<file path="config.mk">
export PLATFORM = sky130hd
export DESIGN_NAME = fsq_sequencer
export DESIGN_NICKNAME = d
export VERILOG_FILES = /design/src/rtl/fsq_pkg.sv /design/src/rtl/fsq_rst_sync.sv /design/src/rtl/fsq_edge_sync.sv /design/src/rtl/fsq_phase_ctr.sv /design/src/rtl/fsq_settle_ctr.sv /design/src/rtl/fsq_sequencer.sv
export SDC_FILE = /design/constraint.sdc
export NUM_CORES = 1
export LEC_CHECK = 0
export CAP_MARGIN = 5
export CORE_AREA = 2 2 60 62
export CTS_BUF_LIST = sky130_fd_sc_hd__clkbuf_8
export DETAILED_ROUTE_END_ITERATION = 6
export DIE_AREA = 0 0 62 64
export PLACE_DENSITY = 0.8
export SLEW_MARGIN = 30
export SYNTH_ARGS = -nofsm -noshare
export SYNTH_HDL_FRONTEND = slang
export SYNTH_SLANG_ARGS = --single-unit
</file>
<file path="constraint.sdc">
create_clock -name clk -period 1.71 [get_ports clk]
set_input_delay 0.513 -clock clk [delete_from_list [all_inputs] [get_ports clk]]
set_output_delay 0.513 -clock clk [all_outputs]
set_load 0.03 [all_outputs]
</file>
<file path="src/rtl/fsq_pkg.sv">
`timescale 1ns/1ps
package fsq_pkg;

    typedef enum logic [1:0] {
        ST_OFF        = 2'd0,
        ST_AWAIT_EDGE = 2'd1,
        ST_SETTLE     = 2'd2,
        ST_VALID      = 2'd3
    } fsq_state_t;

endpackage

</file>
<file path="src/rtl/fsq_rst_sync.sv">
`timescale 1ns/1ps
// Asynchronous-assert, synchronous-release reset chain.
module fsq_rst_sync #(
    parameter int STAGES = 2
) (
    input  logic clk,
    input  logic arst_n,
    output logic srst_n
);
    logic [STAGES-1:0] chain_q;

    generate
        for (genvar i = 0; i < STAGES; i++) begin : g_stage
            always_ff @(posedge clk or negedge arst_n) begin
                if (!arst_n) begin
                    chain_q[i] <= 1'b0;
                end else begin
                    if (i == 0) chain_q[i] <= 1'b1;
                    else        chain_q[i] <= chain_q[(i == 0) ? 0 : i-1];
                end
            end
        end
    endgenerate

    assign srst_n = chain_q[STAGES-1];
endmodule

</file>
<file path="src/rtl/fsq_edge_sync.sv">
`timescale 1ns/1ps
// Synchroniser for the external frame clock plus rising-edge detector.
module fsq_edge_sync #(
    parameter int STAGES = 2
) (
    input  logic clk,
    input  logic rst_n,
    input  logic async_in,
    output logic rise
);
    logic [STAGES:0] shift_q;

    always_ff @(posedge clk or negedge rst_n) begin
        if (!rst_n) shift_q <= '0;
        else        shift_q <= {shift_q[STAGES-1:0], async_in};
    end

    assign rise = shift_q[STAGES-1] & ~shift_q[STAGES];
endmodule

</file>
<file path="src/rtl/fsq_phase_ctr.sv">
`timescale 1ns/1ps
// Frame-position counter with the drift judge for external edges.
module fsq_phase_ctr #(
    parameter int FRAME_SHORT = 256,
    parameter int FRAME_LONG  = 384,
    parameter int PHASE_DIV   = 16,
    parameter int CNT_W       = $clog2(FRAME_LONG)
) (
    input  logic             clk,
    input  logic             rst_n,
    input  logic             long_frame,
    input  logic             run,
    input  logic             align,
    output logic [CNT_W-1:0] phase,
    output logic             wrap,
    output logic             drift_big
);
    localparam int LEN_W     = $clog2(FRAME_LONG + 1);
    localparam int WIN_SHORT = FRAME_SHORT / PHASE_DIV;
    localparam int WIN_LONG  = FRAME_LONG / PHASE_DIV;

    logic [LEN_W-1:0] len, last, cur, offset, err, win;
    logic             at_last;

    always_comb begin
        len     = long_frame ? LEN_W'(FRAME_LONG) : LEN_W'(FRAME_SHORT);
        win     = long_frame ? LEN_W'(WIN_LONG)   : LEN_W'(WIN_SHORT);
        last    = len - LEN_W'(1);
        cur     = LEN_W'(phase);
        at_last = (cur >= last);
        offset  = at_last ? '0 : cur + LEN_W'(1);
        err     = (offset > (len >> 1)) ? len - offset : offset;
    end

    assign wrap      = run & at_last;
    assign drift_big = (err > win);

    always_ff @(posedge clk or negedge rst_n) begin
        if (!rst_n)              phase <= '0;
        else if (!run)           phase <= '0;
        else if (align || wrap)  phase <= '0;
        else                     phase <= phase + CNT_W'(1);
    end
endmodule

</file>
<file path="src/rtl/fsq_settle_ctr.sv">
`timescale 1ns/1ps
// Counts completed frames during the settling wait.
module fsq_settle_ctr #(
    parameter int SETTLE_FRAMES = 516
) (
    input  logic clk,
    input  logic rst_n,
    input  logic clear,
    input  logic tick,
    input  logic extra_frame,
    output logic done
);
    localparam int SC_W = $clog2(SETTLE_FRAMES + 2);

    logic [SC_W-1:0] count_q;
    logic [SC_W-1:0] target;

    assign target = extra_frame ? SC_W'(SETTLE_FRAMES + 1) : SC_W'(SETTLE_FRAMES);
    assign done   = tick && (count_q == target - SC_W'(1));

    always_ff @(posedge clk or negedge rst_n) begin
        if (!rst_n)             count_q <= '0;
        else if (clear || done) count_q <= '0;
        else if (tick)          count_q <= count_q + SC_W'(1);
    end
endmodule

</file>
<file path="src/rtl/fsq_sequencer.sv">
`timescale 1ns/1ps
module fsq_sequencer
    import fsq_pkg::*;
#(
    parameter int FRAME_SHORT   = 256,
    parameter int FRAME_LONG    = 384,
    parameter int SETTLE_FRAMES = 516,
    parameter int PHASE_DIV     = 16,
    parameter int SYNC_STAGES   = 2,
    parameter int RST_STAGES    = 2,
    localparam int CNT_W        = $clog2(FRAME_LONG)
) (
    input  logic             clk,
    input  logic             pd_n,
    input  logic             master_mode,
    input  logic             long_frame,
    input  logic             frame_clk_in,
    output logic             run_en,
    output logic [CNT_W-1:0] frame_phase,
    output logic             data_valid,
    output logic             resync_pulse
);
    fsq_state_t state_q, state_d;
    logic       srst_n;
    logic       fc_rise;
    logic       running;
    logic       wrap;
    logic       drift_big;
    logic       resync_now;
    logic       settle_done;
    logic       settle_clear;
    logic       resync_q;

    fsq_rst_sync #(.STAGES(RST_STAGES)) u_rst_sync (
        .clk    (clk),
        .arst_n (pd_n),
        .srst_n (srst_n)
    );

    fsq_edge_sync #(.STAGES(SYNC_STAGES)) u_fc_sync (
        .clk      (clk),
        .rst_n    (srst_n),
        .async_in (frame_clk_in),
        .rise     (fc_rise)
    );

    fsq_phase_ctr #(
        .FRAME_SHORT (FRAME_SHORT),
        .FRAME_LONG  (FRAME_LONG),
        .PHASE_DIV   (PHASE_DIV),
        .CNT_W       (CNT_W)
    ) u_phase (
        .clk        (clk),
        .rst_n      (srst_n),
        .long_frame (long_frame),
        .run        (running),
        .align      (resync_now),
        .phase      (frame_phase),
        .wrap       (wrap),
        .drift_big  (drift_big)
    );

    fsq_settle_ctr #(.SETTLE_FRAMES(SETTLE_FRAMES)) u_settle (
        .clk         (clk),
        .rst_n       (srst_n),
        .clear       (settle_clear),
        .tick        (wrap),
        .extra_frame (~master_mode),
        .done        (settle_done)
    );

    assign running      = (state_q == ST_SETTLE) || (state_q == ST_VALID);
    assign resync_now   = running && !master_mode && fc_rise && drift_big;
    assign settle_clear = (state_q != ST_SETTLE) || resync_now;

    // Next-state logic
    always_comb begin
        state_d = state_q;
        unique case (state_q)
            ST_OFF: begin
                state_d = master_mode ? ST_SETTLE : ST_AWAIT_EDGE;
            end
            ST_AWAIT_EDGE: begin
                if (fc_rise) state_d = ST_SETTLE;
            end
            ST_SETTLE: begin
                if (resync_now)       state_d = ST_SETTLE;
                else if (settle_done) state_d = ST_VALID;
            end
            ST_VALID: begin
                if (resync_now) state_d = ST_SETTLE;
            end
            default: state_d = ST_OFF;
        endcase
    end

    // State register
    always_ff @(posedge clk or negedge srst_n) begin
        if (!srst_n) state_q <= ST_OFF;
        else         state_q <= state_d;
    end

    always_ff @(posedge clk or negedge srst_n) begin
        if (!srst_n) resync_q <= 1'b0;
        else         resync_q <= resync_now;
    end

    // Output decode
    always_comb begin
        run_en       = 1'b0;
        data_valid   = 1'b0;
        resync_pulse = resync_q;
        unique case (state_q)
            ST_OFF:        begin run_en = 1'b0; data_valid = 1'b0; end
            ST_AWAIT_EDGE: begin run_en = 1'b0; data_valid = 1'b0; end
            ST_SETTLE:     begin run_en = 1'b1; data_valid = 1'b0; end
            ST_VALID:      begin run_en = 1'b1; data_valid = 1'b1; end
            default:       begin run_en = 1'b0; data_valid = 1'b0; end
        endcase
    end
endmodule

</file>
==> results_tabular.tex <==
\begin{tabular}{lr}
\hline
Metric & Value \\
\hline
\multicolumn{2}{l}{\textbf{Synth}} \\
\quad Post-synth ARST share & 1.00 \\
\quad Most used standard cell by instance count after synthesis & sky130\_fd\_sc\_hd\_\_dfrtp\_1 \\
\quad Synthesized area & 1920 sq um \\
\quad Area share of the leading cell type in the synthesized netlist & 0.352 \\
\quad Post-synth EDFFs & 0 \\
\quad Mean cell area of the mapped netlist & slightly below 10 sq um \\
\quad Post-synth net total & slightly above 200 \\
\quad Synthesis-stage register bit count & 27 \\
\quad Commonest register cell after synthesis & sky130\_fd\_sc\_hd\_\_dfrtp\_1 \\
\quad Largest cells by area after synthesis & sky130\_fd\_sc\_hd\_\_dfrtp\_1 35\%, sky130\_fd\_sc\_hd\_\_ha\_1 4.6\%, sky130\_fd\_sc\_hd\_\_and3\_1 2.9\% \\
\quad Gate Count Post-Synth & 193 \\
\quad Sequential element share of the synthesized area & 0.352 \\
\quad Area leader, netlist & sky130\_fd\_sc\_hd\_\_dfrtp\_1 \\
\quad Top cells by count, synth & 27 x sky130\_fd\_sc\_hd\_\_dfrtp\_1, 12 x sky130\_fd\_sc\_hd\_\_nand2\_1, 9 x sky130\_fd\_sc\_hd\_\_a21oi\_1, 9 x sky130\_fd\_sc\_hd\_\_and3\_1 \\
\quad Count of distinct cell types in the synthesized netlist & just under 70 \\
\quad Yosys warnings & 0 \\
\multicolumn{2}{l}{\textbf{Clocking}} \\
\quad H-tree depth & 1 \\
\quad Number of hold buffers added after CTS & 0 \\
\quad Worst-case clock buffer depth & 2 \\
\quad TritonCTS clock tree & done \\
\quad Total clock sinks & 27 \\
\quad Root Buffer Master & sky130\_fd\_sc\_hd\_\_clkbuf\_8 \\
\quad Clock slew at reported path FFs & $\sim$0.10 ns \\
\quad CTS Buf Count & 3 \\
\quad Clock latency reported for the late side of the worst-skew pair & roughly 0.29 ns \\
\multicolumn{2}{l}{\textbf{Global route}} \\
\quad Global-route wire length before repair & between 9000 and 10,000 um \\
\quad Vias in the first global route & roughly 2.2k \\
\quad Met1 Track Usage GR & 0.407 \\
\quad M3 GR Usage & 0.0688 \\
\quad Global-route usage over all layers & 0.333 \\
\quad Antenna violations before repair & 0 \\
\quad Largest net degree at the start of global routing & 26 \\
\quad Layer carrying the most global-route usage & met2 \\
\quad Met2 track demand over resource in global routing & 0.535 \\
\quad Final global-route overflow total & 0 \\
\multicolumn{2}{l}{\textbf{Setup path}} \\
\quad Highest fanout seen on the critical path & 7 \\
\quad Worst path buffer plus inverter count & 3 \\
\quad Endpoint class of the critical path & register \\
\quad Kind of launch point of the worst setup path & register \\
\quad Cell with the biggest individual delay on the critical path & sky130\_fd\_sc\_hd\_\_dfrtp\_2 \\
\quad Series of cell instances along the critical path & ha\_4 -> nand4\_1 -> o31a\_4 -> o21a\_4 -> inv\_4 -> ha\_4 -> o21ba\_4 -> a22oi\_2 -> a21oi\_2 -> xnor2\_1 -> nand2\_1 -> ha\_4 -> o21a\_4 -> buf\_4 -> o21ai\_2 -> o32ai\_2 -> o221ai\_4 -> buf\_4 -> nand2\_2 -> and3\_1 \\
\quad Cell mode on critical path & sky130\_fd\_sc\_hd\_\_ha\_4 \\
\quad Critical setup path kind & reg -> reg \\
\quad Worst path max stage delay & about 0.45 ns \\
\quad CP Data Arrival Time & approximately 4.2 ns \\
\quad Required @ worst endpoint & 1.90 ns \\
\quad Crit-path leading delay family & compound AO/OA/AOI/OAI gates \\
\multicolumn{2}{l}{\textbf{Timing}} \\
\quad Number of max-slew violations in the final report & 0 \\
\quad Final worst path period share & 2.32 \\
\quad Slew of the pin with the lowest slew margin & a little over 0.5 ns \\
\quad Highest attainable clock frequency & about 0.25 GHz \\
\quad Final critical-path setup slack & -2.25 ns \\
\quad Number of hold violations in the final report & 0 \\
\quad Summed negative setup slack over all endpoints & -46.23 ns \\
\quad Post-Route Hold Slack & 0.231 ns \\
\quad Remaining max-slew budget at the tightest pin & 0.659 \\
\quad Clk\_skew & 0.0120 ns \\
\quad Setup Viol. Count Final & 21 \\
\quad Unrepaired setup endpoints after global routing & true \\
\quad Min Tclk post-route & 3.96 ns \\
\multicolumn{2}{l}{\textbf{Power and ir drop}} \\
\quad Reported leakage power & around 0.0012 uW \\
\quad Areal power density over the cells & between 1000 and 1500 nW/um\^{}2 \\
\quad Largest voltage drop on the vdd net & between 0.8 and 0.9 mV \\
\quad Total power consumption of the routed design & 3610 uW \\
\multicolumn{2}{l}{\textbf{Finish}} \\
\quad Non-filler instance count after layout & around 320 \\
\quad Synth-to-Final Area Change & 41.6\% \\
\quad Fraction of final layout cells with drive strength greater than 1 & 0.463 \\
\quad FILL cells & approximately 180 \\
\quad Antenna fix cells & 0 \\
\quad Final nets & $\sim$280 \\
\multicolumn{2}{l}{\textbf{Placement}} \\
\quad Detailed placer's ending HPWL & about 4000 um \\
\quad Number of buffers inserted by port buffering & 16 \\
\quad Gp weighted congestion & about 0.93 \\
\quad Pre-CTS setup slack & -2.89 ns \\
\quad Number of cells after detailed placement & around 300 \\
\multicolumn{2}{l}{\textbf{Detailed routing}} \\
\quad Length of the first detailed-routing pass in iterations & 7 \\
\quad Vias per cell & $\sim$6.6 \\
\quad Detailed-route wire length & between 6000 and 7000 um \\
\quad ANT nets after route & 0 \\
\quad Total vias in the final route & just over 2k \\
\quad Wirelength per Cell & between 15 and 20 um \\
\quad Drt initial violations & 261 \\
\quad Post-detailed-route DRC marker count & 0 \\
\multicolumn{2}{l}{\textbf{Run status}} \\
\quad Run status & finished, violations left \\
\quad Violated checks & setup timing \\
\multicolumn{2}{l}{\textbf{Floorplanning}} \\
\quad Initial core utilization & 0.584 \\
\quad Area of the placeable core & about 3300 sq um \\
\quad Horizontal extent of the die & 62 um \\
\quad Chip height & between 60 and 70 um \\
\quad Site row count & 21 \\
\quad IO Pins & 17 \\
\quad Die Outline Area & $\sim$4000 sq um \\
\multicolumn{2}{l}{\textbf{Hold path}} \\
\quad Class of the tightest hold or removal check & reg -> async \\
\multicolumn{2}{l}{\textbf{Flow run}} \\
\quad Max cap viols & 0 \\
\hline
\end{tabular}
[stage by stage]
step | util | cell area, sq um
floorplan | - | 1990
global placement | 0.770 | 2530
detailed placement | 0.770 | 2530
CTS | 0.812 | 2670
global route | 0.826 | 2710
finish | 0.826 | 2710
[per-layer routing]
layer	routed length, um	up-vias
li1	-	893
met4	250	0
met1	2410	1004
met2	3110	136
met3	475	41
met5	0	-
[power by group]
part           switching (uW)  internal, uW
sequential               95.1           740
clock                     217           166
combinational            1260          1130
[cell usage in the layout, fill, tap and decap left out, types with 5 or more instances in the layout]
cell type	count
sky130_fd_sc_hd__nor3_1	6
sky130_fd_sc_hd__clkbuf_2	5
sky130_fd_sc_hd__a31o_1	5
sky130_fd_sc_hd__buf_4	61
sky130_fd_sc_hd__nand3_1	8
sky130_fd_sc_hd__nor3b_1	5
sky130_fd_sc_hd__inv_1	6
sky130_fd_sc_hd__o21ai_0	6
sky130_fd_sc_hd__o21a_1	5
sky130_fd_sc_hd__and3_1	8
sky130_fd_sc_hd__nand2_1	12
sky130_fd_sc_hd__dfrtp_2	5
sky130_fd_sc_hd__a21oi_1	8
sky130_fd_sc_hd__nor2_1	8
sky130_fd_sc_hd__dfrtp_1	22
[timing repair]
item | in CTS | in global routing
pin swaps | 17 | 7
hold endpoints to repair | 0 | 0
cloned | 1 | 0
gates resized for setup | 30 | 16
buffers inserted | 6 | 6
endpoints found under the setup margin | 30 | 29
[sequential cells by signal, summed over array words and instances (netlist names)]
name                cells
u_rst_sync.chain_q      1
u_fc_sync.shift_q       3
resync_pulse            1
state_q                 2
u_settle.count_q       10
u_phase.phase           9
u_rst_sync.srst_n       1
[worst paths after layout]
| kind | from | endpoint | slack, ns | cells past startpoint |
|---|---|---|---|---|
| hold / removal | u_rst_sync.srst_n | u_settle.count_q[3] | 0.23 | 1 |
| setup reg to reg | u_phase.phase[7] | u_phase.phase[7] | -2.25 | 20 |
| min in group clk | u_rst_sync.chain_q[0] | u_rst_sync.srst_n | 0.37 | 0 |
| setup / recovery | u_phase.phase[7] | u_phase.phase[7] | -2.25 | 20 |
| hold reg to reg | u_rst_sync.srst_n | u_settle.count_q[3] | 0.23 | 1 |
| max in group asynchronous | pd_n | u_rst_sync.chain_q[0] | 1.21 | 1 |
[cells by family (layout without fill, tap and decap cells)]
group | after synthesis | count (layout) | share of synthesized area
AOI/OAI and AO/OA | 60 | 60 | 0.283
buffers and inverters | 14 | 90 | 0.0405
adders and majority gates | 7 | 7 | 0.0457
xor gates and xnor gates | 7 | 7 | 0.0320
other | 1 | 1 | 0.00196
muxes | 1 | 1 | 0.00522
DFF | 27 | 27 | 0.352
and+or+nand+nor | 76 | 77 | 0.240
[layout make-up]
class,count,area (sq um),share of cell area
Clock buffer,3,41.3,0.0152
Clock inverter,1,7.51,0.00277
Inverter,8,32.5,0.0120
Multi-Input combinational cell,153,1290,0.477
Sequential cell,27,682,0.251
Tap cell,46,57.6,0.0212
Timing Repair Buffer,78,599,0.221
(Power assumes the default switching activity.)
